## src/rtl/segpage_pkg.sv

```systemverilog
package segpage_pkg;
  typedef enum logic [2:0] {
    PH_IDLE  = 3'd0,
    PH_LIM   = 3'd1,
    PH_BASE  = 3'd2,
    PH_OUTER = 3'd3,
    PH_INNER = 3'd4
  } phase_e;
endpackage

```

## src/rtl/segpage_rstsync.sv

```systemverilog
module segpage_rstsync #(
  parameter int STAGES = 2
) (
  input  logic clk,
  input  logic rst_n,
  output logic rst_sync_n
);
  logic [STAGES-1:0] chain_q;

  always_ff @(posedge clk or negedge rst_n) begin
    if (!rst_n) chain_q <= '0;
    else        chain_q <= {chain_q[STAGES-2:0], 1'b1};
  end

  assign rst_sync_n = chain_q[STAGES-1];
endmodule

```

## src/rtl/segpage_addr.sv

```systemverilog
module segpage_addr
  import segpage_pkg::*;
#(
  parameter int SEG_W  = 13,
  parameter int AW     = 32,
  parameter int IDX_W  = 10,
  parameter int POFS_W = 12,
  parameter int FRM_W  = 20
) (
  input  phase_e             phase,
  input  logic [SEG_W-1:0]   seg,
  input  logic [AW-1:0]      tbl_base,
  input  logic [AW-1:0]      dir_base,
  input  logic [AW-1:0]      lin,
  input  logic [FRM_W-1:0]   inner_tbl,
  output logic [AW-1:0]      addr
);
  localparam int P2_LO = POFS_W;
  localparam int P1_LO = POFS_W + IDX_W;

  logic [AW-1:0]    desc_ofs;
  logic [IDX_W-1:0] p1;
  logic [IDX_W-1:0] p2;

  assign desc_ofs = AW'({seg, 1'b0});
  assign p1       = lin[P1_LO +: IDX_W];
  assign p2       = lin[P2_LO +: IDX_W];

  always_comb begin
    unique case (phase)
      PH_LIM:   addr = tbl_base + desc_ofs;
      PH_BASE:  addr = tbl_base + desc_ofs + AW'(1);
      PH_OUTER: addr = dir_base + AW'(p1);
      PH_INNER: addr = AW'({inner_tbl, p2});
      default:  addr = '0;
    endcase
  end
endmodule

```

## src/rtl/segpage_walk.sv

```systemverilog
module segpage_walk
  import segpage_pkg::*;
#(
  parameter int SEG_W  = 13,
  parameter int AW     = 32,
  parameter int DW     = 32,
  parameter int IDX_W  = 10,
  parameter int POFS_W = 12,
  parameter int FRM_W  = 20
) (
  input  logic              clk,
  input  logic              rst_n,
  input  logic              req_i,
  input  logic [SEG_W-1:0]  seg_i,
  input  logic [AW-1:0]     off_i,
  input  logic [AW-1:0]     tbl_base_i,
  input  logic [SEG_W-1:0]  tbl_len_i,
  input  logic [AW-1:0]     dir_base_i,
  input  logic              mem_rvalid_i,
  input  logic [DW-1:0]     mem_rdata_i,
  output phase_e            phase_o,
  output logic [SEG_W-1:0]  seg_o,
  output logic [AW-1:0]     tbl_base_o,
  output logic [AW-1:0]     dir_base_o,
  output logic [AW-1:0]     lin_o,
  output logic [FRM_W-1:0]  inner_tbl_o,
  output logic              mem_rd_o,
  output logic              done_o,
  output logic              trap_o,
  output logic              fault_o,
  output logic [AW-1:0]     phys_o
);
  phase_e             phase_q, phase_d;
  logic               wait_q, wait_d;
  logic [SEG_W-1:0]   seg_q;
  logic [AW-1:0]      off_q, tbase_q, dbase_q, lin_q;
  logic [FRM_W-1:0]   tbl_q;
  logic               done_q, done_d, trap_q, trap_d, fault_q, fault_d;
  logic [AW-1:0]      phys_q, phys_d;
  logic               accept, hit, lin_en, tbl_en;

  assign accept = req_i && (phase_q == PH_IDLE);
  assign hit    = wait_q && mem_rvalid_i;

  always_comb begin
    phase_d = phase_q;
    wait_d  = wait_q ? !mem_rvalid_i : (phase_q != PH_IDLE);
    done_d  = 1'b0;
    trap_d  = 1'b0;
    fault_d = 1'b0;
    phys_d  = phys_q;
    lin_en  = 1'b0;
    tbl_en  = 1'b0;
    unique case (phase_q)
      PH_IDLE: begin
        if (accept) begin
          if (seg_i > tbl_len_i) begin
            done_d = 1'b1;
            trap_d = 1'b1;
            phys_d = '0;
          end else begin
            phase_d = PH_LIM;
          end
        end
      end
      PH_LIM: begin
        if (hit) begin
          if (off_q > AW'(mem_rdata_i)) begin
            done_d  = 1'b1;
            fault_d = 1'b1;
            phys_d  = '0;
            phase_d = PH_IDLE;
          end else begin
            phase_d = PH_BASE;
          end
        end
      end
      PH_BASE: begin
        if (hit) begin
          lin_en  = 1'b1;
          phase_d = PH_OUTER;
        end
      end
      PH_OUTER: begin
        if (hit) begin
          tbl_en  = 1'b1;
          phase_d = PH_INNER;
        end
      end
      PH_INNER: begin
        if (hit) begin
          done_d  = 1'b1;
          phys_d  = AW'({mem_rdata_i[FRM_W-1:0], lin_q[POFS_W-1:0]});
          phase_d = PH_IDLE;
        end
      end
      default: phase_d = PH_IDLE;
    endcase
  end

  always_ff @(posedge clk or negedge rst_n) begin
    if (!rst_n) begin
      phase_q <= PH_IDLE;
      wait_q  <= 1'b0;
      seg_q   <= '0;
      off_q   <= '0;
      tbase_q <= '0;
      dbase_q <= '0;
      lin_q   <= '0;
      tbl_q   <= '0;
      done_q  <= 1'b0;
      trap_q  <= 1'b0;
      fault_q <= 1'b0;
      phys_q  <= '0;
    end else begin
      phase_q <= phase_d;
      wait_q  <= wait_d;
      done_q  <= done_d;
      trap_q  <= trap_d;
      fault_q <= fault_d;
      if (accept) begin
        seg_q   <= seg_i;
        off_q   <= off_i;
        tbase_q <= tbl_base_i;
        dbase_q <= dir_base_i;
      end
      if (lin_en) lin_q  <= AW'(mem_rdata_i) + off_q;
      if (tbl_en) tbl_q  <= mem_rdata_i[FRM_W-1:0];
      if (done_d) phys_q <= phys_d;
    end
  end

  assign phase_o     = phase_q;
  assign seg_o       = seg_q;
  assign tbl_base_o  = tbase_q;
  assign dir_base_o  = dbase_q;
  assign lin_o       = lin_q;
  assign inner_tbl_o = tbl_q;
  assign mem_rd_o    = (phase_q != PH_IDLE) && !wait_q;
  assign done_o      = done_q;
  assign trap_o      = trap_q;
  assign fault_o     = fault_q;
  assign phys_o      = phys_q;

  AST_TRAP_FAULT_EXCL: assert property (@(posedge clk) disable iff (!rst_n)
    !(trap_q && fault_q));
  AST_FLAG_NEEDS_DONE: assert property (@(posedge clk) disable iff (!rst_n)
    (trap_q || fault_q) |-> done_q);
  AST_ERR_PHYS_ZERO: assert property (@(posedge clk) disable iff (!rst_n)
    (trap_q || fault_q) |-> (phys_q == '0));
  AST_READ_ONE_CYCLE: assert property (@(posedge clk) disable iff (!rst_n)
    mem_rd_o |=> !mem_rd_o);
  AST_TRAP_NO_READ: assert property (@(posedge clk) disable iff (!rst_n)
    trap_q |-> !$past(mem_rd_o));
  AST_DONE_NO_READ: assert property (@(posedge clk) disable iff (!rst_n)
    done_q |-> !mem_rd_o);
endmodule

```

## src/rtl/segpage_xlat.sv

```systemverilog
module segpage_xlat
  import segpage_pkg::*;
#(
  parameter int SEG_W  = 13,
  parameter int AW     = 32,
  parameter int DW     = 32,
  parameter int IDX_W  = 10,
  parameter int POFS_W = 12,
  parameter int FRM_W  = 20
) (
  input  logic              clk,
  input  logic              rst_n,
  input  logic              req_i,
  input  logic [SEG_W-1:0]  seg_i,
  input  logic [AW-1:0]     off_i,
  input  logic [AW-1:0]     tbl_base_i,
  input  logic [SEG_W-1:0]  tbl_len_i,
  input  logic [AW-1:0]     dir_base_i,
  output logic              mem_rd_o,
  output logic [AW-1:0]     mem_addr_o,
  input  logic              mem_rvalid_i,
  input  logic [DW-1:0]     mem_rdata_i,
  output logic              done_o,
  output logic              trap_o,
  output logic              fault_o,
  output logic [AW-1:0]     phys_o
);
  logic              rst_sync_n;
  phase_e            phase;
  logic [SEG_W-1:0]  seg_q;
  logic [AW-1:0]     tbase_q, dbase_q, lin_q;
  logic [FRM_W-1:0]  tbl_q;

  segpage_rstsync #(.STAGES(2)) u_rst (
    .clk        (clk),
    .rst_n      (rst_n),
    .rst_sync_n (rst_sync_n)
  );

  segpage_walk #(
    .SEG_W(SEG_W), .AW(AW), .DW(DW), .IDX_W(IDX_W), .POFS_W(POFS_W), .FRM_W(FRM_W)
  ) u_walk (
    .clk          (clk),
    .rst_n        (rst_sync_n),
    .req_i        (req_i),
    .seg_i        (seg_i),
    .off_i        (off_i),
    .tbl_base_i   (tbl_base_i),
    .tbl_len_i    (tbl_len_i),
    .dir_base_i   (dir_base_i),
    .mem_rvalid_i (mem_rvalid_i),
    .mem_rdata_i  (mem_rdata_i),
    .phase_o      (phase),
    .seg_o        (seg_q),
    .tbl_base_o   (tbase_q),
    .dir_base_o   (dbase_q),
    .lin_o        (lin_q),
    .inner_tbl_o  (tbl_q),
    .mem_rd_o     (mem_rd_o),
    .done_o       (done_o),
    .trap_o       (trap_o),
    .fault_o      (fault_o),
    .phys_o       (phys_o)
  );

  segpage_addr #(
    .SEG_W(SEG_W), .AW(AW), .IDX_W(IDX_W), .POFS_W(POFS_W), .FRM_W(FRM_W)
  ) u_addr (
    .phase     (phase),
    .seg       (seg_q),
    .tbl_base  (tbase_q),
    .dir_base  (dbase_q),
    .lin       (lin_q),
    .inner_tbl (tbl_q),
    .addr      (mem_addr_o)
  );

  AST_RESET_QUIET: assert property (@(posedge clk)
    !rst_sync_n |-> !(done_o || trap_o || fault_o || mem_rd_o));
endmodule

```

## config.mk

```make
export PLATFORM = sky130hd
export DESIGN_NAME = segpage_xlat
export DESIGN_NICKNAME = d
export VERILOG_FILES = /design/src/rtl/segpage_pkg.sv /design/src/rtl/segpage_rstsync.sv /design/src/rtl/segpage_addr.sv /design/src/rtl/segpage_walk.sv /design/src/rtl/segpage_xlat.sv
export SDC_FILE = /design/constraint.sdc
export NUM_CORES = 1
export LEC_CHECK = 0
export BUFFER_PORTS_ARGS = -buffer_cell sky130_fd_sc_hd__buf_2
export CAP_MARGIN = 20
export CORE_MARGIN = 5
export CORE_UTILIZATION = 50
export CTS_BUF_LIST = sky130_fd_sc_hd__clkbuf_16
export DETAILED_ROUTE_END_ITERATION = 6
export PLACE_DENSITY_LB_ADDON = 0.1
export SLEW_MARGIN = 0
export SYNTH_ARGS = -nofsm -noshare
export SYNTH_HDL_FRONTEND = slang
export SYNTH_SLANG_ARGS = --single-unit
export TNS_END_PERCENT = 5
```

## constraint.sdc

```tcl
create_clock -name clk -period 9.87 [get_ports clk]
set_clock_uncertainty 0.05 [all_clocks]
set_input_delay 0.4935 -clock clk [delete_from_list [all_inputs] [get_ports clk]]
set_output_delay 0.4935 -clock clk [all_outputs]
set_load 0.01 [all_outputs]
```

==> results.md <==
- Worst Tran Pin Value: 1010 ps
- TNS Setup: 0 ps
- Routed length per placed instance: 19.8 µm
- Part of the cycle the worst path needs: 50.3%
- Detailed-route vias per instance: 5.70
- Via Count: between 10,000 and 15,000
- First-pass GRT wire length: between 60 and 70 mm
- DRC violation count after routing: 0
- Destination of the worst hold path: u_walk.off_q[0]
- TritonCTS clock tree: built
- Sum of routed wire length over all layers: 38.2 mm
- Cell count after synthesis: approximately 1,400
- Number of buffer and inverter stages on the critical path: 1
- Post-CTS Setup Bufs: 0
- TritonCTS Buffers: 24
- Commonest cells after routing, fill and taps aside: buf_2 (225), dfrtp_1 (201), mux2_2 (123)
- Die boundary height: between 150 and 200 µm
- Total congestion overflow: 0
- Required time reported for the critical path endpoint: 9330 ps
- R2r worst-path depth: 11
- Area of the die: roughly 30,000 µm²
- Clock Root Buffer: clkbuf_16
- Number of synthesis warnings: 0
- Maximum net fanout on the critical path: 8
- Placement row count: ~60
- Nature of the critical path endpoint: primary output
- Startpoint of the tightest hold check path: off_i[0]
- Critical Setup Path Class: reg2out
- Status: completed
- Post-synth top flop: dfrtp_1
- Total standard cell area after synthesis: 13,300 µm²
- Worst setup SP type: register
- Fraction of final layout cells with drive strength greater than 1: between 20% and 30%
- Data arrival at the endpoint of the critical path: 4420 ps
- CTS clock-pin slew for the worst setup and hold paths: about 60 ps
- Post-synthesis register bit count: ~200
- Reg area: 5060 µm²
- Hold/Removal Path Class: in2reg
- Count of max-cap constraint violations: 0
- Final Net Count: ~1,800
- Crit path max-delay cell type: or3b_1
- Proportion of synthesized chip area in sequential cells: between 30% and 40%
- ANT nets after route: 0
- Proportion of synthesized flip-flops having asynchronous set or reset: 100%
- Most frequent standard cell in the layout excluding fill and tap cells: buf_2
- Max-slew violation count: 0
- Overall die width: 173 µm
- Internal power of the cells: ~3.2 mW
- Global routing usage summed across all routing layers: 24.6%
- Net Count, Synth: roughly 1,600
- Count of routing violations after the opening detailed-route iteration: between 800 and 900
- Net switching power: between 2 and 3 mW
- Number of optimization iterations in the first detailed-route pass: 6
- Maximum VDD drop: 177 µV
- Switching share of total power: approximately 46%
- Post-layout minimum cycle time: 4970 ps
- Post-Place Worst Slack: roughly 5500 ps
- Initial core utilization: roughly half
- Last weighted congestion value of the routability-driven placer: between 0.9 and 1
- CP startpoint: u_walk.seg_o[0]
- Share of total power in combinational logic: roughly 59%
- Filler cell count: 2,342
- Number of enable-type register cells in the synthesized netlist: 0
- CP most frequent cell: xor2_1
- Max-slew headroom at the worst pin: 32.6%
- Cell class contributing the biggest share of worst-path delay: simple AND/OR/NAND/NOR gates
- Setup slack on the worst flop-to-flop path: roughly 6300 ps
- IO buf count: about 230
- Area of the multi-input gates: ~7800 µm²
- Maximum level of the CTS H-tree: 1
- Clk network pwr share: 14.0%
- Cell depth of the worst min-delay path: 3
- Setup-violating endpoint count in the final report: 0
- Worst path cell trace: ha_1, fa_1, a211oi_1, nor2_1, xor2_1, nand3_1, nor3b_1, and3_1, nand4_2, or3b_1, xor2_1, o21ai_1, buf_2
- Critical R2R Capture: u_walk.lin_o[30]
- Clock tree buffer depth: 3
- Post-synthesis to final-layout area growth: 16.7%
- Initial antenna violation count: 0
- Unrepaired setup endpoints after global routing: no
- Detailed placement HPWL: around 29 mm
- Startpoint of the lowest-slack register-to-register path: u_walk.off_q[2]
- Core footprint: between 20,000 and 30,000 µm²
- I/O pins: about 230
- Fmax achieved: 0.201 GHz
- Portion of total power attributed to sequential cells: between 20% and 30%
- Crit path largest cell delay: about 460 ps
- Distinct cell type count of the synthesized netlist: 84
- Syn_area_per_cell: 9.79 µm²
- Power Dens Cells: around 380 nW/µm²
- Via count of the first global-routing pass: roughly 11,000
- Static Leak: between 7 and 8 nW
- Count of endpoints failing hold in the final timing report: 0
- Pin count of the biggest net entering global routing: 84
- Clock sink total: around 200
- Antenna cell count: 0
- Clk Latency, worst-skew pair: between 500 and 600 ps
- Number of cells on the critical path: 13
- Minimum setup slack in the final design: between 4000 and 5000 ps
synthesized netlist by cell type, types with 15 or more instances:
| cell | number | area share [%] |
|---|---|---|
| xor2_1 | 36 | 2.4 |
| xnor2_1 | 66 | 4.3 |
| a21o_1 | 15 | 0.84 |
| nand2_1 | 97 | 2.7 |
| nor2_1 | 92 | 2.6 |
| nand3_1 | 24 | 0.90 |
| nor2b_1 | 19 | 0.89 |
| o21ai_0 | 80 | 3.0 |
| mux2_2 | 123 | 10 |
| a21oi_1 | 63 | 2.4 |
| inv_1 | 81 | 2.3 |
| o21ai_1 | 15 | 0.56 |
| nand4_1 | 18 | 0.84 |
| dfrtp_1 | 202 | 38 |
| nor3_1 | 23 | 0.86 |
| a22o_1 | 33 | 2.2 |
| clkbuf_1 | 44 | 1.2 |
| ha_1 | 100 | 9.4 |
sequential cells by signal, indices dropped and copies added, names as in the netlist:
register	flops
u_walk.tbl_base_o	32
u_walk.dir_base_o	32
u_walk.fault_o	1
u_walk.trap_o	1
u_rst.chain_q	2
u_walk.done_o	1
u_walk.seg_o	13
u_walk.phys_o	32
u_walk.lin_o	32
u_walk.inner_tbl_o	20
u_walk.wait_q	1
u_walk.off_q	32
u_walk.phase_o	3
tightest hold or removal path, stage by stage:
cell	delay, ps
buf_2	70
nand2_1	40
o21ai_0	60
routing by layer:
metal | GRT usage [%] | routed length (µm)
met1 | 33.8 | 17200
met2 | 40.7 | 17800
met3 | 4.12 | 2190
met4 | 6.32 | 1040
met5 | 0 | 0
stage by stage:
stage | cell area, µm² | hold slack [ps] | util (%) | total power, mW | instances
finish | 15600 | 134 | 59.4 | 5.85 | 1925
global route | 15600 | 121 | 59.4 | 6.29 | 1925
CTS | 15500 | 111 | 59.1 | 5.85 | 1922
detailed placement | 14800 | 234 | 56.3 | 5.00 | 1880
global placement | 14800 | 232 | 56.3 | 4.95 | 1880
floorplan | 13300 | 148 | - | 3.96 | 1364
how the worst max path moves through the flow:
stage,to,slack [ps]
floorplan,u_walk.dir_base_o[0],3770
global placement,mem_addr_o[28],5530
detailed placement,mem_addr_o[28],5520
CTS,mem_addr_o[28],4950
global route,mem_addr_o[30],4610
finish,mem_addr_o[28],4900
layout make-up:
type / instances / share of cell area [%]
Clock buffer: 24 / 3.86
Clock inverter: 17 / 0.755
Inverter: 81 / 1.95
Multi-Input combinational cell: 1028 / 50.0
Sequential cell: 202 / 32.5
Tap cell: 335 / 2.69
Timing Repair Buffer: 238 / 8.24
logic make-up after synthesis:
kind of cell	synth area share, %
buffers and inverters	3.87
and+or+nand+nor	14.0
muxes	10.7
DFF	37.9
AOI/OAI and AO/OA	16.9
xor gates and xnor gates	6.81
other	0.0281
adders and majority gates	9.82
power by group through the flow:
stage                     registers (mW)  logic, mW  clock network (mW)
after floorplan                     1.50       2.46                   0
after global placement              1.59       3.37                   0
after detailed placement            1.60       3.40                   0
after CTS                           1.59       3.42               0.839
after global routing                1.65       3.76               0.873
final                               1.60       3.43               0.816
repair_timing:
item,in CTS,in global routing
gates resized for setup,0,0
hold endpoints to repair,2,0
hold buffers,1,0
Power figures use the tool's default switching activity.
